--- config.mk ---
export PLATFORM = sky130hd
export DESIGN_NAME = dma_xfer_ctrl
export DESIGN_NICKNAME = d
export VERILOG_FILES = /design/src/rtl/dma_pkg.sv /design/src/rtl/dma_regfile.sv /design/src/rtl/dma_ptr.sv /design/src/rtl/dma_seq.sv /design/src/rtl/dma_xfer_ctrl.sv
export SDC_FILE = /design/constraint.sdc
export NUM_CORES = 1
export LEC_CHECK = 0
export CAP_MARGIN = 20
export CORE_MARGIN = 3
export CORE_UTILIZATION = 39
export CTS_CLUSTER_DIAMETER = 30
export DETAILED_ROUTE_END_ITERATION = 12
export GPL_TIMING_DRIVEN = 0
export PLACE_DENSITY = 0.77
export SYNTH_ARGS = -nofsm -noshare
export SYNTH_HDL_FRONTEND = slang
export SYNTH_SLANG_ARGS = --single-unit
--- constraint.sdc ---
create_clock -name clk -period 2.7 [get_ports clk]
set_clock_uncertainty 0.05 [all_clocks]
set_input_delay 0.81 -clock clk [delete_from_list [all_inputs] [get_ports clk]]
set_output_delay 0.81 -clock clk [all_outputs]
set_load 0.02 [all_outputs]
--- src/rtl/dma_pkg.sv ---
package dma_pkg;

    localparam int unsigned REG_SEL_W = 2;
    localparam int unsigned CTRL_W    = 4;

    localparam logic [REG_SEL_W-1:0] SEL_ADDR   = 2'd0;
    localparam logic [REG_SEL_W-1:0] SEL_COUNT  = 2'd1;
    localparam logic [REG_SEL_W-1:0] SEL_CTRL   = 2'd2;
    localparam logic [REG_SEL_W-1:0] SEL_STATUS = 2'd3;

    localparam int unsigned START_BIT = 3;
    localparam int unsigned CLR_BIT   = 1;

    typedef enum logic [1:0] {
        MODE_BURST  = 2'd0,
        MODE_STEAL  = 2'd1,
        MODE_TRANSP = 2'd2,
        MODE_RSVD   = 2'd3
    } xfer_mode_e;

    typedef enum logic {
        DIR_DEV2MEM = 1'b0,
        DIR_MEM2DEV = 1'b1
    } xfer_dir_e;

    typedef enum logic [1:0] {
        ST_IDLE     = 2'd0,
        ST_WAIT_DEV = 2'd1,
        ST_REQ      = 2'd2,
        ST_OWN      = 2'd3
    } seq_state_e;

    typedef struct packed {
        xfer_mode_e mode;
        xfer_dir_e  dir;
    } chan_cfg_t;

    typedef struct packed {
        logic start;
        logic clr_irq;
        logic ld_addr;
        logic ld_count;
        logic ld_cfg;
    } reg_cmd_t;

    // Policies other than stealing keep the request between words.
    function automatic logic keeps_bus(input xfer_mode_e m);
        return (m != MODE_STEAL);
    endfunction

    // Idle-slot policy needs a free processor cycle; others do not.
    function automatic logic slot_open(input xfer_mode_e m, input logic cpu_free);
        return (m != MODE_TRANSP) || cpu_free;
    endfunction

    function automatic chan_cfg_t unpack_cfg(input logic [2:0] bits);
        chan_cfg_t c;
        c.mode = xfer_mode_e'(bits[2:1]);
        c.dir  = xfer_dir_e'(bits[0]);
        return c;
    endfunction

endpackage

--- src/rtl/dma_regfile.sv ---
module dma_regfile
    import dma_pkg::*;
(
    input  logic                 clk,
    input  logic                 rst,
    input  logic                 wr_en,
    input  logic [REG_SEL_W-1:0] wr_sel,
    input  logic [CTRL_W-1:0]    wr_bits,
    input  logic                 busy,
    input  logic                 done,
    output reg_cmd_t             cmd,
    output chan_cfg_t            cfg_q,
    output chan_cfg_t            cfg_next,
    output logic                 irq_q
);

    always_comb begin
        cmd          = '0;
        cmd.ld_addr  = wr_en && !busy && (wr_sel == SEL_ADDR);
        cmd.ld_count = wr_en && !busy && (wr_sel == SEL_COUNT);
        cmd.ld_cfg   = wr_en && !busy && (wr_sel == SEL_CTRL);
        cmd.start    = cmd.ld_cfg && wr_bits[START_BIT];
        cmd.clr_irq  = wr_en && (wr_sel == SEL_STATUS) && wr_bits[CLR_BIT];
    end

    // Configuration seen by the sequencer in the cycle of a start write.
    assign cfg_next = cmd.ld_cfg ? unpack_cfg(wr_bits[2:0]) : cfg_q;

    always_ff @(posedge clk) begin
        if (rst) begin
            cfg_q <= '{mode: MODE_BURST, dir: DIR_DEV2MEM};
        end else if (cmd.ld_cfg) begin
            cfg_q <= unpack_cfg(wr_bits[2:0]);
        end
    end

    // Completion wins over a clear in the same cycle.
    always_ff @(posedge clk) begin
        if (rst) begin
            irq_q <= 1'b0;
        end else if (done) begin
            irq_q <= 1'b1;
        end else if (cmd.clr_irq) begin
            irq_q <= 1'b0;
        end
    end

    p_cfg_frozen_r2: assert property (@(posedge clk) disable iff (rst)
        busy |=> $stable(cfg_q));

    p_irq_set_r9: assert property (@(posedge clk) disable iff (rst)
        done |=> irq_q);

    p_irq_hold_r11: assert property (@(posedge clk) disable iff (rst)
        (irq_q && !cmd.clr_irq) |=> irq_q);

endmodule

--- src/rtl/dma_ptr.sv ---
module dma_ptr #(
    parameter int unsigned ADDR_W = 16,
    parameter int unsigned CNT_W  = 16,
    parameter int unsigned REG_W  = 16
) (
    input  logic              clk,
    input  logic              rst,
    input  logic              ld_addr,
    input  logic              ld_count,
    input  logic [REG_W-1:0]  wdata,
    input  logic              step,
    output logic [ADDR_W-1:0] addr_q,
    output logic [CNT_W-1:0]  cnt_q,
    output logic              cnt_zero,
    output logic              cnt_last
);

    localparam logic [CNT_W-1:0]  CNT_ONE  = CNT_W'(1);
    localparam logic [ADDR_W-1:0] ADDR_ONE = ADDR_W'(1);

    // The programmed registers are also the working pointers.
    always_ff @(posedge clk) begin
        if (rst) begin
            addr_q <= '0;
        end else if (ld_addr) begin
            addr_q <= wdata[ADDR_W-1:0];
        end else if (step) begin
            addr_q <= addr_q + ADDR_ONE;
        end
    end

    always_ff @(posedge clk) begin
        if (rst) begin
            cnt_q <= '0;
        end else if (ld_count) begin
            cnt_q <= wdata[CNT_W-1:0];
        end else if (step) begin
            cnt_q <= cnt_q - CNT_ONE;
        end
    end

    assign cnt_zero = (cnt_q == '0);
    assign cnt_last = (cnt_q == CNT_ONE);

    p_step_move_r4: assert property (@(posedge clk) disable iff (rst)
        step |=> (addr_q == $past(addr_q) + ADDR_ONE) && (cnt_q == $past(cnt_q) - CNT_ONE));

    p_no_underflow_r4: assert property (@(posedge clk) disable iff (rst)
        step |-> !cnt_zero);

endmodule

--- src/rtl/dma_seq.sv ---
module dma_seq
    import dma_pkg::*;
(
    input  logic      clk,
    input  logic      rst,
    input  logic      start,
    input  logic      cnt_zero,
    input  logic      cnt_last,
    input  chan_cfg_t cfg_q,
    input  chan_cfg_t start_cfg,
    input  logic      bus_grant,
    input  logic      dev_ready,
    input  logic      cpu_idle,
    output logic      bus_req,
    output logic      xfer,
    output logic      done,
    output logic      busy
);

    seq_state_e state, state_nx;

    always_comb begin
        busy    = (state != ST_IDLE);
        bus_req = (state == ST_REQ) || (state == ST_OWN);
        xfer    = (state == ST_OWN) && bus_grant && dev_ready
                  && slot_open(cfg_q.mode, cpu_idle);
        done    = ((state == ST_IDLE) && start && cnt_zero) || (xfer && cnt_last);
    end

    always_comb begin
        state_nx = state;
        unique case (state)
            ST_IDLE: begin
                if (start && !cnt_zero) begin
                    state_nx = keeps_bus(start_cfg.mode) ? ST_REQ : ST_WAIT_DEV;
                end
            end
            ST_WAIT_DEV: begin
                if (dev_ready) state_nx = ST_REQ;
            end
            ST_REQ: begin
                if (bus_grant) state_nx = ST_OWN;
            end
            ST_OWN: begin
                if (xfer) begin
                    if (cnt_last)                    state_nx = ST_IDLE;
                    else if (!keeps_bus(cfg_q.mode)) state_nx = ST_WAIT_DEV;
                end
            end
            default: state_nx = ST_IDLE;
        endcase
    end

    always_ff @(posedge clk) begin
        if (rst) state <= ST_IDLE;
        else     state <= state_nx;
    end

    p_strobe_grant_r3: assert property (@(posedge clk) disable iff (rst)
        xfer |-> (bus_grant && bus_req));

    p_burst_hold_r6: assert property (@(posedge clk) disable iff (rst)
        (bus_req && (cfg_q.mode == MODE_BURST) && !done) |=> bus_req);

    p_steal_drop_r7: assert property (@(posedge clk) disable iff (rst)
        (xfer && (cfg_q.mode == MODE_STEAL)) |=> !bus_req);

    p_idle_slot_r8: assert property (@(posedge clk) disable iff (rst)
        (xfer && (cfg_q.mode == MODE_TRANSP)) |-> cpu_idle);

    p_done_release_r9: assert property (@(posedge clk) disable iff (rst)
        done |=> !bus_req);

    p_zero_start_r10: assert property (@(posedge clk) disable iff (rst)
        (start && cnt_zero) |=> (!busy && !bus_req));

endmodule

--- src/rtl/dma_xfer_ctrl.sv ---
module dma_xfer_ctrl
    import dma_pkg::*;
#(
    parameter int unsigned ADDR_W = 16,
    parameter int unsigned CNT_W  = 16,
    parameter int unsigned DATA_W = 16,
    localparam int unsigned REG_W = (ADDR_W > CNT_W) ? ADDR_W : CNT_W
) (
    input  logic                 clk,
    input  logic                 rst,
    input  logic                 reg_we,
    input  logic [REG_SEL_W-1:0] reg_sel,
    input  logic [REG_W-1:0]     reg_wdata,
    output logic [REG_W-1:0]     reg_rdata,
    output logic                 bus_req,
    input  logic                 bus_grant,
    input  logic                 cpu_idle,
    input  logic                 dev_ready,
    input  logic [DATA_W-1:0]    dev_rdata,
    output logic [DATA_W-1:0]    dev_wdata,
    output logic                 dev_ack,
    output logic [ADDR_W-1:0]    mem_addr,
    output logic                 mem_we,
    output logic                 mem_re,
    output logic [DATA_W-1:0]    mem_wdata,
    input  logic [DATA_W-1:0]    mem_rdata,
    output logic                 irq
);

    reg_cmd_t          cmd;
    chan_cfg_t         cfg_q, cfg_next;
    logic              irq_q, busy, done, xfer;
    logic              cnt_zero, cnt_last;
    logic [ADDR_W-1:0] addr_q;
    logic [CNT_W-1:0]  cnt_q;

    dma_regfile u_regs (
        .clk      (clk),
        .rst      (rst),
        .wr_en    (reg_we),
        .wr_sel   (reg_sel),
        .wr_bits  (reg_wdata[CTRL_W-1:0]),
        .busy     (busy),
        .done     (done),
        .cmd      (cmd),
        .cfg_q    (cfg_q),
        .cfg_next (cfg_next),
        .irq_q    (irq_q)
    );

    dma_ptr #(
        .ADDR_W (ADDR_W),
        .CNT_W  (CNT_W),
        .REG_W  (REG_W)
    ) u_ptr (
        .clk      (clk),
        .rst      (rst),
        .ld_addr  (cmd.ld_addr),
        .ld_count (cmd.ld_count),
        .wdata    (reg_wdata),
        .step     (xfer),
        .addr_q   (addr_q),
        .cnt_q    (cnt_q),
        .cnt_zero (cnt_zero),
        .cnt_last (cnt_last)
    );

    dma_seq u_seq (
        .clk       (clk),
        .rst       (rst),
        .start     (cmd.start),
        .cnt_zero  (cnt_zero),
        .cnt_last  (cnt_last),
        .cfg_q     (cfg_q),
        .start_cfg (cfg_next),
        .bus_grant (bus_grant),
        .dev_ready (dev_ready),
        .cpu_idle  (cpu_idle),
        .bus_req   (bus_req),
        .xfer      (xfer),
        .done      (done),
        .busy      (busy)
    );

    // Bus-side outputs stay at zero outside a granted transfer cycle.
    always_comb begin
        mem_we    = xfer && (cfg_q.dir == DIR_DEV2MEM);
        mem_re    = xfer && (cfg_q.dir == DIR_MEM2DEV);
        mem_addr  = xfer ? addr_q : '0;
        mem_wdata = mem_we ? dev_rdata : '0;
        dev_wdata = mem_re ? mem_rdata : '0;
        dev_ack   = xfer;
        irq       = irq_q;
    end

    always_comb begin
        unique case (reg_sel)
            SEL_ADDR:   reg_rdata = REG_W'(addr_q);
            SEL_COUNT:  reg_rdata = REG_W'(cnt_q);
            SEL_CTRL:   reg_rdata = REG_W'(cfg_q);
            SEL_STATUS: reg_rdata = REG_W'({irq_q, busy});
            default:    reg_rdata = '0;
        endcase
    end

    p_one_strobe_r5: assert property (@(posedge clk) disable iff (rst)
        !(mem_we && mem_re));

endmodule

# Word-level counts from Yosys, hierarchy flattened

Index checks and enable logic that the tools add are counted.
Widths: inputs -> output; s select.

Flip-flop bits (word level): 38
Output and inout bits: 69

Add/sub/neg operators: 2
Equal/unequal tests: 15
Mux-type cells: 19
Bitwise gates (word level): 1
Reduce and logical (&&, ||, !) cells: 29

Operators by type and width:

| kind                  | number |
|---|---|
| $mux 16               | 7 |
| $pmux 16 s4           | 1 |
| $add 16x1->16 const B | 1 |
| $eq 16x1->1 const B   | 1 |
| $logic_and 1x1->1     | 16 |
| $logic_not 16->1      | 1 |
| $sub 16x1->16 const B | 1 |
| $mux 2                | 7 |
| $ne 2x2->1 const B    | 5 |
| $eq 2x2->1 const B    | 4 |
| $pmux 2 s4            | 1 |
| $reduce_bool 2->1     | 4 |
| $reduce_and 5->1      | 1 |
| $eq 2x1->1 const B    | 2 |
| $logic_not 2->1       | 2 |
| $ne 2x1->1 const B    | 2 |
| $logic_or 1x1->1      | 3 |
| $mux 3                | 1 |
| $ne 3x2->1 const B    | 1 |
| $logic_not 1->1       | 2 |
| $mux 1                | 2 |
| $not 1->1             | 1 |

# Logic depth before layout (Yosys ltp)

Gate-level depths: netlist of the first run.

Depth in word-level cells: 9
Gate-level depth with buffers: 8
Mapped depth without buffers: 7

# Cells and area by module

Synthesis of the first run repeated with hierarchy kept, for this count alone.

Cells, all modules: 366
Area, all modules: 2,995.4 µm²

Modules (own cells, without submodules):

| module        | times used | cells each | area each (µm²) | seq. area each (µm²) |
|---|---|---|---|---|
| dma_ptr       | 1          | 218        | 1,836.8         | 640.6 |
| dma_xfer_ctrl | 1          | 90         | 621.8           | 0.0 |
| dma_regfile   | 1          | 25         | 271.5           | 80.1 |
| dma_seq       | 1          | 33         | 265.3           | 40.0 |

# Worst setup path after synthesis of the first run

OpenSTA, ideal clock, no wires.

Kind: input port to output port
Start: input port cpu_idle
End: output port mem_wdata[10]
Arrival time: 2.210 ns
Setup slack: -0.370 ns
Cell stages on the path: 6
Path buffers: 2
Cells stage by stage: or3b_2 > and2_1 > clkbuf_1 > nor2b_1 > clkbuf_1 > and2_1

Cells in the longest elaborated chain, start to end: 4

RTL lines:

| item              | line                | source |
|---|---|---|
| start, declared   | dma_xfer_ctrl.sv:17 | `input logic cpu_idle,` |
| $logic_or 1x1->1  | dma_pkg.sv:53       | `return (m != MODE_TRANSP) \|\| cpu_free;` |
| $logic_and 1x1->1 | dma_seq.sv:26       | `&& slot_open(cfg_q.mode, cpu_idle);` |
| $logic_and 1x1->1 | dma_xfer_ctrl.sv:87 | `mem_we = xfer && (cfg_q.dir == DIR_DEV2MEM);` |
| net mem_we        | dma_xfer_ctrl.sv:23 | `output logic mem_we,` |
| $mux 16           | dma_xfer_ctrl.sv:90 | `mem_wdata = mem_we ? dev_rdata : '0;` |
| end, declared     | dma_xfer_ctrl.sv:25 | `output logic [DATA_W-1:0] mem_wdata,` |

The timed path passes the listed nets, and every way through them passes these cells.

# Worst setup path in the final report of the first run

Start: input port cpu_idle
End: output port mem_wdata[12]

Cells in the longest elaborated chain, start to end: 4

RTL lines:

| item              | line |
|---|---|
| $logic_or 1x1->1  | dma_pkg.sv:53 |
| $logic_and 1x1->1 | dma_seq.sv:26 |
| $logic_and 1x1->1 | dma_xfer_ctrl.sv:87 |
| $mux 16           | dma_xfer_ctrl.sv:90 |

Every way passes these cells.

==> run_results.csv, run 1 <==
group,metric,value,unit
placed_design,hpwl,7.84,mm
finish,final_common_cell,"nor2_1",
critical_path,worst_setup_path_start_kind,"input pin",
route,drt_pre_antenna_iters,4,
clock_network,clock_sinks,38,
clock_network,htreeDepth,2,
sta,setup_viol,36,
floorplan,start_util,40.9,%
route,wl_per_cell,17.9,microns
synth,ys_ff_latch,38,
critical_path,path_cells,"buf_6, or3b_4, and2_4, nor2b_4, buf_8, and2_4, buf_6",
finish,fill_cells,612,
route,via_per_inst,5.46,
route,drt-initial-drc-count,226,
synth,ys.flop_type,"dfxtp_1",
critical_path,crit_type,"input pin to output pin",
global_route,grt_max_degree,12,
run_status,status,"finished with violations",
placed_design,dp_slack,-1.24,ns
power,leakage,1.94,nW
clock_network,cts_made_buffers,5,
route,dr_total_vias,3259,
run,drv_cap,0,
sta,relSlewSlack,60.0,%
placed_design,dpl_cell_area,0.00427,sq mm
floorplan,chipWidth,91.4,microns
critical_path,crit_buf_inv,3,
floorplan,die_h,91.4,microns
global_route,grt_remaining_overflow,0,
critical_path,r2r-start,"u_seq.state[0]$_SDFFE_PP0P_",
synth,synthCells,362,
sta,worst_pin_slew,0.597,ns
global_route,antenna_found_initial,0,
power,power_density,391,mW/mm^2
sta,layout_worst_path_cycle_share,105,%
finish,area_growth,55.3,%
sta,setup_ws,-0.136,ns
finish,nets,565,
global_route,first_global_vias,3242,
min_path,hold_class,"flop to flop",
finish,layout.cells.most_common_list,"nor2_1, clkdlybuf4s50_1, dfxtp_1",
critical_path,critPathMaxFanout,5,
global_route,grt_pass1_wl,16.5,mm
placed_design,routabilityCongestion,0.944,
clock_network,cts_tree,"yes",
synth,syn_avg_cell_area,7.85,sq um
synth,synth_nets,426,
critical_path,rr_worst_depth,9,
clock_network,insertion_delay,0.30,ns
sta,drv_slew,0,
min_path,worstHoldStart,"u_regs.irq_q$_SDFFE_PP0P_",
floorplan,io_pins,125,
placed_design,portBuffers,123,
finish,diodes,0,
critical_path,crit_start,"cpu_idle",
synth,async_reset_ff_share,0,%
synth,netlist.area_leader.share,26.8,%
synth,yosysSeqAreaShare,26.8,%
synth,yosysUniqueCellTypes,43,
sta,hold_viol_final,0,
critical_path,worstPathRequired,1.84,ns
synth,synth-edff-count,0,
floorplan,coreArea,0.00694,sq mm
route,drc_errors,0,
sta,period_minus_slack,2.84,ns
critical_path,max_stage_delay,0.39,ns
critical_path,crit_slowest_cell,"or3b_4",
global_route,grt_use_total,24.5,%
power,ir_drop,223,uV
clock_network,clock-root-buffer,"clkbuf_8",
route,finalWirelength,10.7,mm
sta,rsz0062_at_grt,"yes",
finish,post-route-cell-area,0.00441,sq mm
clock_network,clk_pin_slew_worst_paths,0.07,ns
floorplan,dieArea,0.00835,sq mm
clock_network,cts_max_path_buffers,2,
synth,synth_largest_area_cell,"dfxtp_1",
min_path,hold_depth,2,
run_status,violations,"setup timing",
finish,layout-drive-gt1-share,29.3,%
route,ant_nets,0,
critical_path,crit_path_end_kind,"output pin",
critical_path,cp_num_cells,7,
critical_path,arrival,1.98,ns
synth,yosys_warnings,0,
synth,synth_area,0.00284,sq mm
sta,fmax,353,MHz
synth,yosys-top-cells-area,"dfxtp_1, nor2_1, a211oi_1",
floorplan,num_rows,30,
critical_path,critPathTopFamily,"simple AND/OR/NAND/NOR gates",
worst paths after layout:
path	to	slack, ns
min	u_regs.irq_q$_SDFFE_PP0P_	0.50
min reg2reg	u_regs.irq_q$_SDFFE_PP0P_	0.50
max reg2reg	u_ptr.cnt_q[11]$_SDFFE_PP0P_	0.22
max	mem_wdata[12]	-0.14
report_power, final:
part | internal (mW) | total (mW) | switching (mW) | leakage [nW]
registers | 0.619 | 0.707 | 0.0878 | 0.310
clock network | 0.174 | 0.390 | 0.216 | 0.0438
logic | 0.298 | 0.627 | 0.329 | 1.59
sequential cells by signal, indices dropped and copies added (netlist names):
name          cells
u_regs.cfg_q      3
u_seq.state       2
u_regs.irq_q      1
u_ptr.cnt_q      16
u_ptr.addr_q     16
metal layers:
layer	global-route usage [%]	wire length, microns
met1	29.0	4340
met2	43.4	5280
met3	4.89	792
met4	9.17	289
met5	0	0
area by class of cell:
type | count | area [sq um] | area share (%)
plain buffers | 23 | 184 | 4.17
flip-flops and latches | 38 | 761 | 17.2
multi-input cells | 286 | 2030 | 46.1
well taps | 96 | 120 | 2.72
clock buffers | 5 | 68.8 | 1.56
clock inverters | 2 | 10.0 | 0.227
repair buffers | 136 | 1190 | 27.1
inverters | 11 | 41.3 | 0.936
cells in the mapped netlist (4+ instances only):
| cell type | count |
|---|---|
| xnor2_1 | 10 |
| clkbuf_1 | 25 |
| dfxtp_1 | 38 |
| mux2i_1 | 20 |
| and2_1 | 33 |
| o21ai_0 | 5 |
| nor3_1 | 7 |
| a211oi_1 | 29 |
| and3_1 | 19 |
| nand3b_1 | 4 |
| nor2_1 | 59 |
| ha_1 | 8 |
| nand2_1 | 9 |
| a21oi_1 | 4 |
| xor2_1 | 18 |
| nand4_1 | 10 |
| nand3_1 | 10 |
| nor4_1 | 7 |
| inv_1 | 11 |
metrics by stage:
| step | total power, mW | util (%) | hold WS, ns | std cells | setup TNS (ns) |
|---|---|---|---|---|---|
| after global placement | 1.30 | 61.5 | 0.476 | 581 | -73.89 |
| after CTS | 1.70 | 63.4 | 0.504 | 596 | -4.90 |
| after detailed placement | 1.32 | 61.5 | 0.488 | 581 | -76.16 |
| after global routing | 1.81 | 63.5 | 0.544 | 597 | -4.67 |
| final | 1.72 | 63.5 | 0.501 | 597 | -3.65 |
| after floorplan | 1.07 | - | 0.447 | 362 | -0.499 |
worst reg2reg max path, delay by kind of cell (launching register included):
kind	cells	cell delay, ns
buffers and inverters	3	0.74
and+or+nand+nor	3	0.53
DFF	1	0.44
AOI/OAI and AO/OA	1	0.24
adders and majority gates	1	0.20
xor gates and xnor gates	1	0.19
timing repair:
item,CTS,global route
setup buffers,8,3
cloned,2,0
endpoints found under the setup margin,76,55
hold buffers,0,0
pin swaps,7,4
gates resized for setup,383,12
logic make-up (layout without fill, tap and decap cells):
kind of cell               after synthesis  count (layout)  synth area share [%]
muxes                                   22              22                  8.63
and+or+nand+nor                        180             180                  34.7
buffers and inverters                   38             177                  5.28
adders and majority gates                8               8                  3.52
xor gates and xnor gates                28              28                  8.63
DFF                                     38              38                  26.8
AOI/OAI and AO/OA                       48              48                  12.4
(Power assumes the default switching activity.)
==> inputs of run 2 (changes only) <==
--- a/config.mk
+++ b/config.mk
@@ -6,11 +6,13 @@
 export NUM_CORES = 1
 export LEC_CHECK = 0
 export CAP_MARGIN = 20
+export CORE_ASPECT_RATIO = 1.4
 export CORE_MARGIN = 3
 export CORE_UTILIZATION = 39
 export CTS_CLUSTER_DIAMETER = 30
 export DETAILED_ROUTE_END_ITERATION = 12
 export GPL_TIMING_DRIVEN = 0
+export HOLD_SLACK_MARGIN = 0.06
 export PLACE_DENSITY = 0.77
 export SYNTH_ARGS = -nofsm -noshare
 export SYNTH_HDL_FRONTEND = slang
==> run_results.csv, run 2 (synthesis gave the netlist of run 1 again) <==
group,metric,value,unit
finish,layout-drive-gt1-share,29.4,%
finish,diodes,0,
sta,setup_viol,37,
critical_path,crit_type,"input pin to output pin",
global_route,grt_remaining_overflow,0,
finish,area_growth,56.8,%
critical_path,cp_num_cells,7,
global_route,antenna_found_initial,0,
floorplan,num_rows,36,
power,ir_drop,261,uV
finish,layout.cells.most_common_list,"nor2_1, clkdlybuf4s50_1, dfxtp_1",
sta,worst_pin_slew,0.566,ns
sta,relSlewSlack,62.1,%
critical_path,critPathTopFamily,"simple AND/OR/NAND/NOR gates",
clock_network,cts_hold_buffers,0,
clock_network,cts_max_path_buffers,2,
critical_path,max_stage_delay,0.40,ns
critical_path,r2r_end,"u_seq.state[1]$_SDFFE_PP0P_",
sta,layout_worst_path_cycle_share,106,%
route,drc_errors,0,
clock_network,insertion_delay,0.31,ns
clock_network,clk_pin_slew_worst_paths,0.07,ns
critical_path,worst_setup_path_start_kind,"input pin",
critical_path,crit_start,"cpu_idle",
critical_path,crit_path_end_kind,"output pin",
global_route,grt_use_total,24.9,%
sta,hold_viol_final,0,
sta,rsz0062_at_grt,"yes",
sta,setup_ws,-0.163,ns
placed_design,dp_cells,580,
route,dr_total_vias,3352,
finish,final_common_cell,"nor2_1",
route,via_per_inst,5.58,
run_status,status,"finished with violations",
global_route,first_global_vias,3330,
critical_path,worstPathRequired,1.84,ns
critical_path,arrival,2.00,ns
placed_design,portBuffers,123,
clock_network,clock_sinks,38,
route,drt-initial-drc-count,178,
critical_path,crit_buf_inv,3,
critical_path,r2r-start,"u_ptr.cnt_q[0]$_SDFFE_PP0P_",
critical_path,path_cells,"buf_6, or3b_4, and2_4, nor2b_4, buf_8, and2_4, buf_6",
global_route,met3_usage,5.71,%
global_route,use_met1,26.8,%
critical_path,rr_worst_depth,6,
run_status,violations,"setup timing",
clock_network,cts_tree,"yes",
critical_path,crit_slowest_cell,"or3b_4",
finish,postLayoutCoreUtil,63.4,%
power,power_density,397,mW/mm^2
clock_network,clock-root-buffer,"clkbuf_8",
route,drt_pre_antenna_iters,4,
clock_network,cts_made_buffers,5,
critical_path,critPathMaxFanout,5,
global_route,top_usage_layer,"met2",
clock_network,htreeDepth,2,
floorplan,dieArea,0.00836,sq mm
finish,reg.largest.list,"u_ptr.addr_q: 16 flops, u_ptr.cnt_q: 16 flops, u_regs.cfg_q: 3 flops",
finish,stdcell_count,601,
run,drv_cap,0,
placed_design,hpwl,7.93,mm
critical_path,r2r_slack,0.30,ns
global_route,met2_usage,45.8,%
route,ant_nets,0,
global_route,grt_pass1_wl,16.4,mm
floorplan,chipWidth,78.1,microns
sta,fmax,349,MHz
floorplan,start_util,40.4,%
critical_path,setup.worst_path.end,"mem_wdata[14]",
global_route,grt_max_degree,12,
power,leakage,1.97,nW
route,finalWirelength,10.7,mm
floorplan,coreArea,0.00703,sq mm
floorplan,io_pins,125,
min_path,hold_class,"flop to flop",
route,wl_per_cell,17.7,microns
placed_design,routabilityCongestion,0.906,
floorplan,die_h,107,microns
sta,drv_slew,0,
finish,nets,569,
sta,period_minus_slack,2.86,ns
## run 2: cell count changes in the layout (fill, tap and decap cells not counted), moves of 2 or more
cell             previous run  this run
clkbuf_4                    1         3
and2_1                      9         7
clkdlybuf4s15_2             2         0
dlygate4sd2_1               1         3
and2_4                     24        26
clkbuf_8                    8        10
## run 2: final cells by class
cell class,instances,area (sq um)
fillers,636,2570
flip-flops and latches,38,761
repair buffers,137,1200
multi-input cells,287,2040
well taps,95,119
clock buffers,7,86.3
inverters,11,41.3
clock inverters,1,5.00
plain buffers,25,205
## run 2: routing by layer
layer | up-vias | routed length, microns | part of all wire, %
met5 | - | 0 | 0
met4 | 0 | 357 | 3.3
met3 | 28 | 1070 | 10
met2 | 206 | 5260 | 49
met1 | 1541 | 3980 | 37
li1 | 1577 | - | -
## run 2: worst min-delay path: stages (launching register included)
cell	delay, ns
dfxtp_1	0.38
a32oi_1	0.07
nor2_1	0.07
## run 2: per-stage QoR
step | total power, mW | cell area (sq um) | worst slack [ns] | hold slack, ns | TNS, ns
final | 1.77 | 4460 | -0.163 | 0.503 | -3.80
after CTS | 1.75 | 4430 | -0.210 | 0.502 | -4.97
after floorplan | 1.07 | 2920 | -0.0554 | 0.447 | -0.499
after detailed placement | 1.33 | 4270 | -1.18 | 0.486 | -75.16
after global routing | 1.86 | 4460 | -0.198 | 0.545 | -5.20
after global placement | 1.31 | 4270 | -1.16 | 0.481 | -72.64
## run 2: where the power goes
part	total [mW]	switching, mW	leakage, nW	internal (mW)
Clock	0.430	0.224	0.0482	0.207
Sequential	0.710	0.0908	0.310	0.619
Combinational	0.628	0.331	1.62	0.297
Total	1.77	0.645	1.97	1.12
## run 2: how the worst min path moves through the flow
stage | startpoint | end | slack (ns) | depth (start not counted)
6_report | u_regs.irq_q$_SDFFE_PP0P_ | u_regs.irq_q$_SDFFE_PP0P_ | 0.50 | 2
3_3_place_gp | u_ptr.addr_q[5]$_SDFFE_PP0P_ | u_ptr.addr_q[5]$_SDFFE_PP0P_ | 0.48 | 2
2_1_floorplan | u_ptr.addr_q[5]$_SDFFE_PP0P_ | u_ptr.addr_q[5]$_SDFFE_PP0P_ | 0.45 | 2
3_5_place_dp | u_regs.irq_q$_SDFFE_PP0P_ | u_regs.irq_q$_SDFFE_PP0P_ | 0.49 | 2
4_1_cts | u_regs.irq_q$_SDFFE_PP0P_ | u_regs.irq_q$_SDFFE_PP0P_ | 0.50 | 2
5_1_grt | u_regs.irq_q$_SDFFE_PP0P_ | u_regs.irq_q$_SDFFE_PP0P_ | 0.55 | 2
## run 2: what timing repair did
action / 4_1_cts / 5_1_grt
setup endpoints to repair: 78 / 49
gates resized for setup: 366 / 20
pin swaps: 10 / 3
gates cloned: 4 / 0
setup buffers: 10 / 1
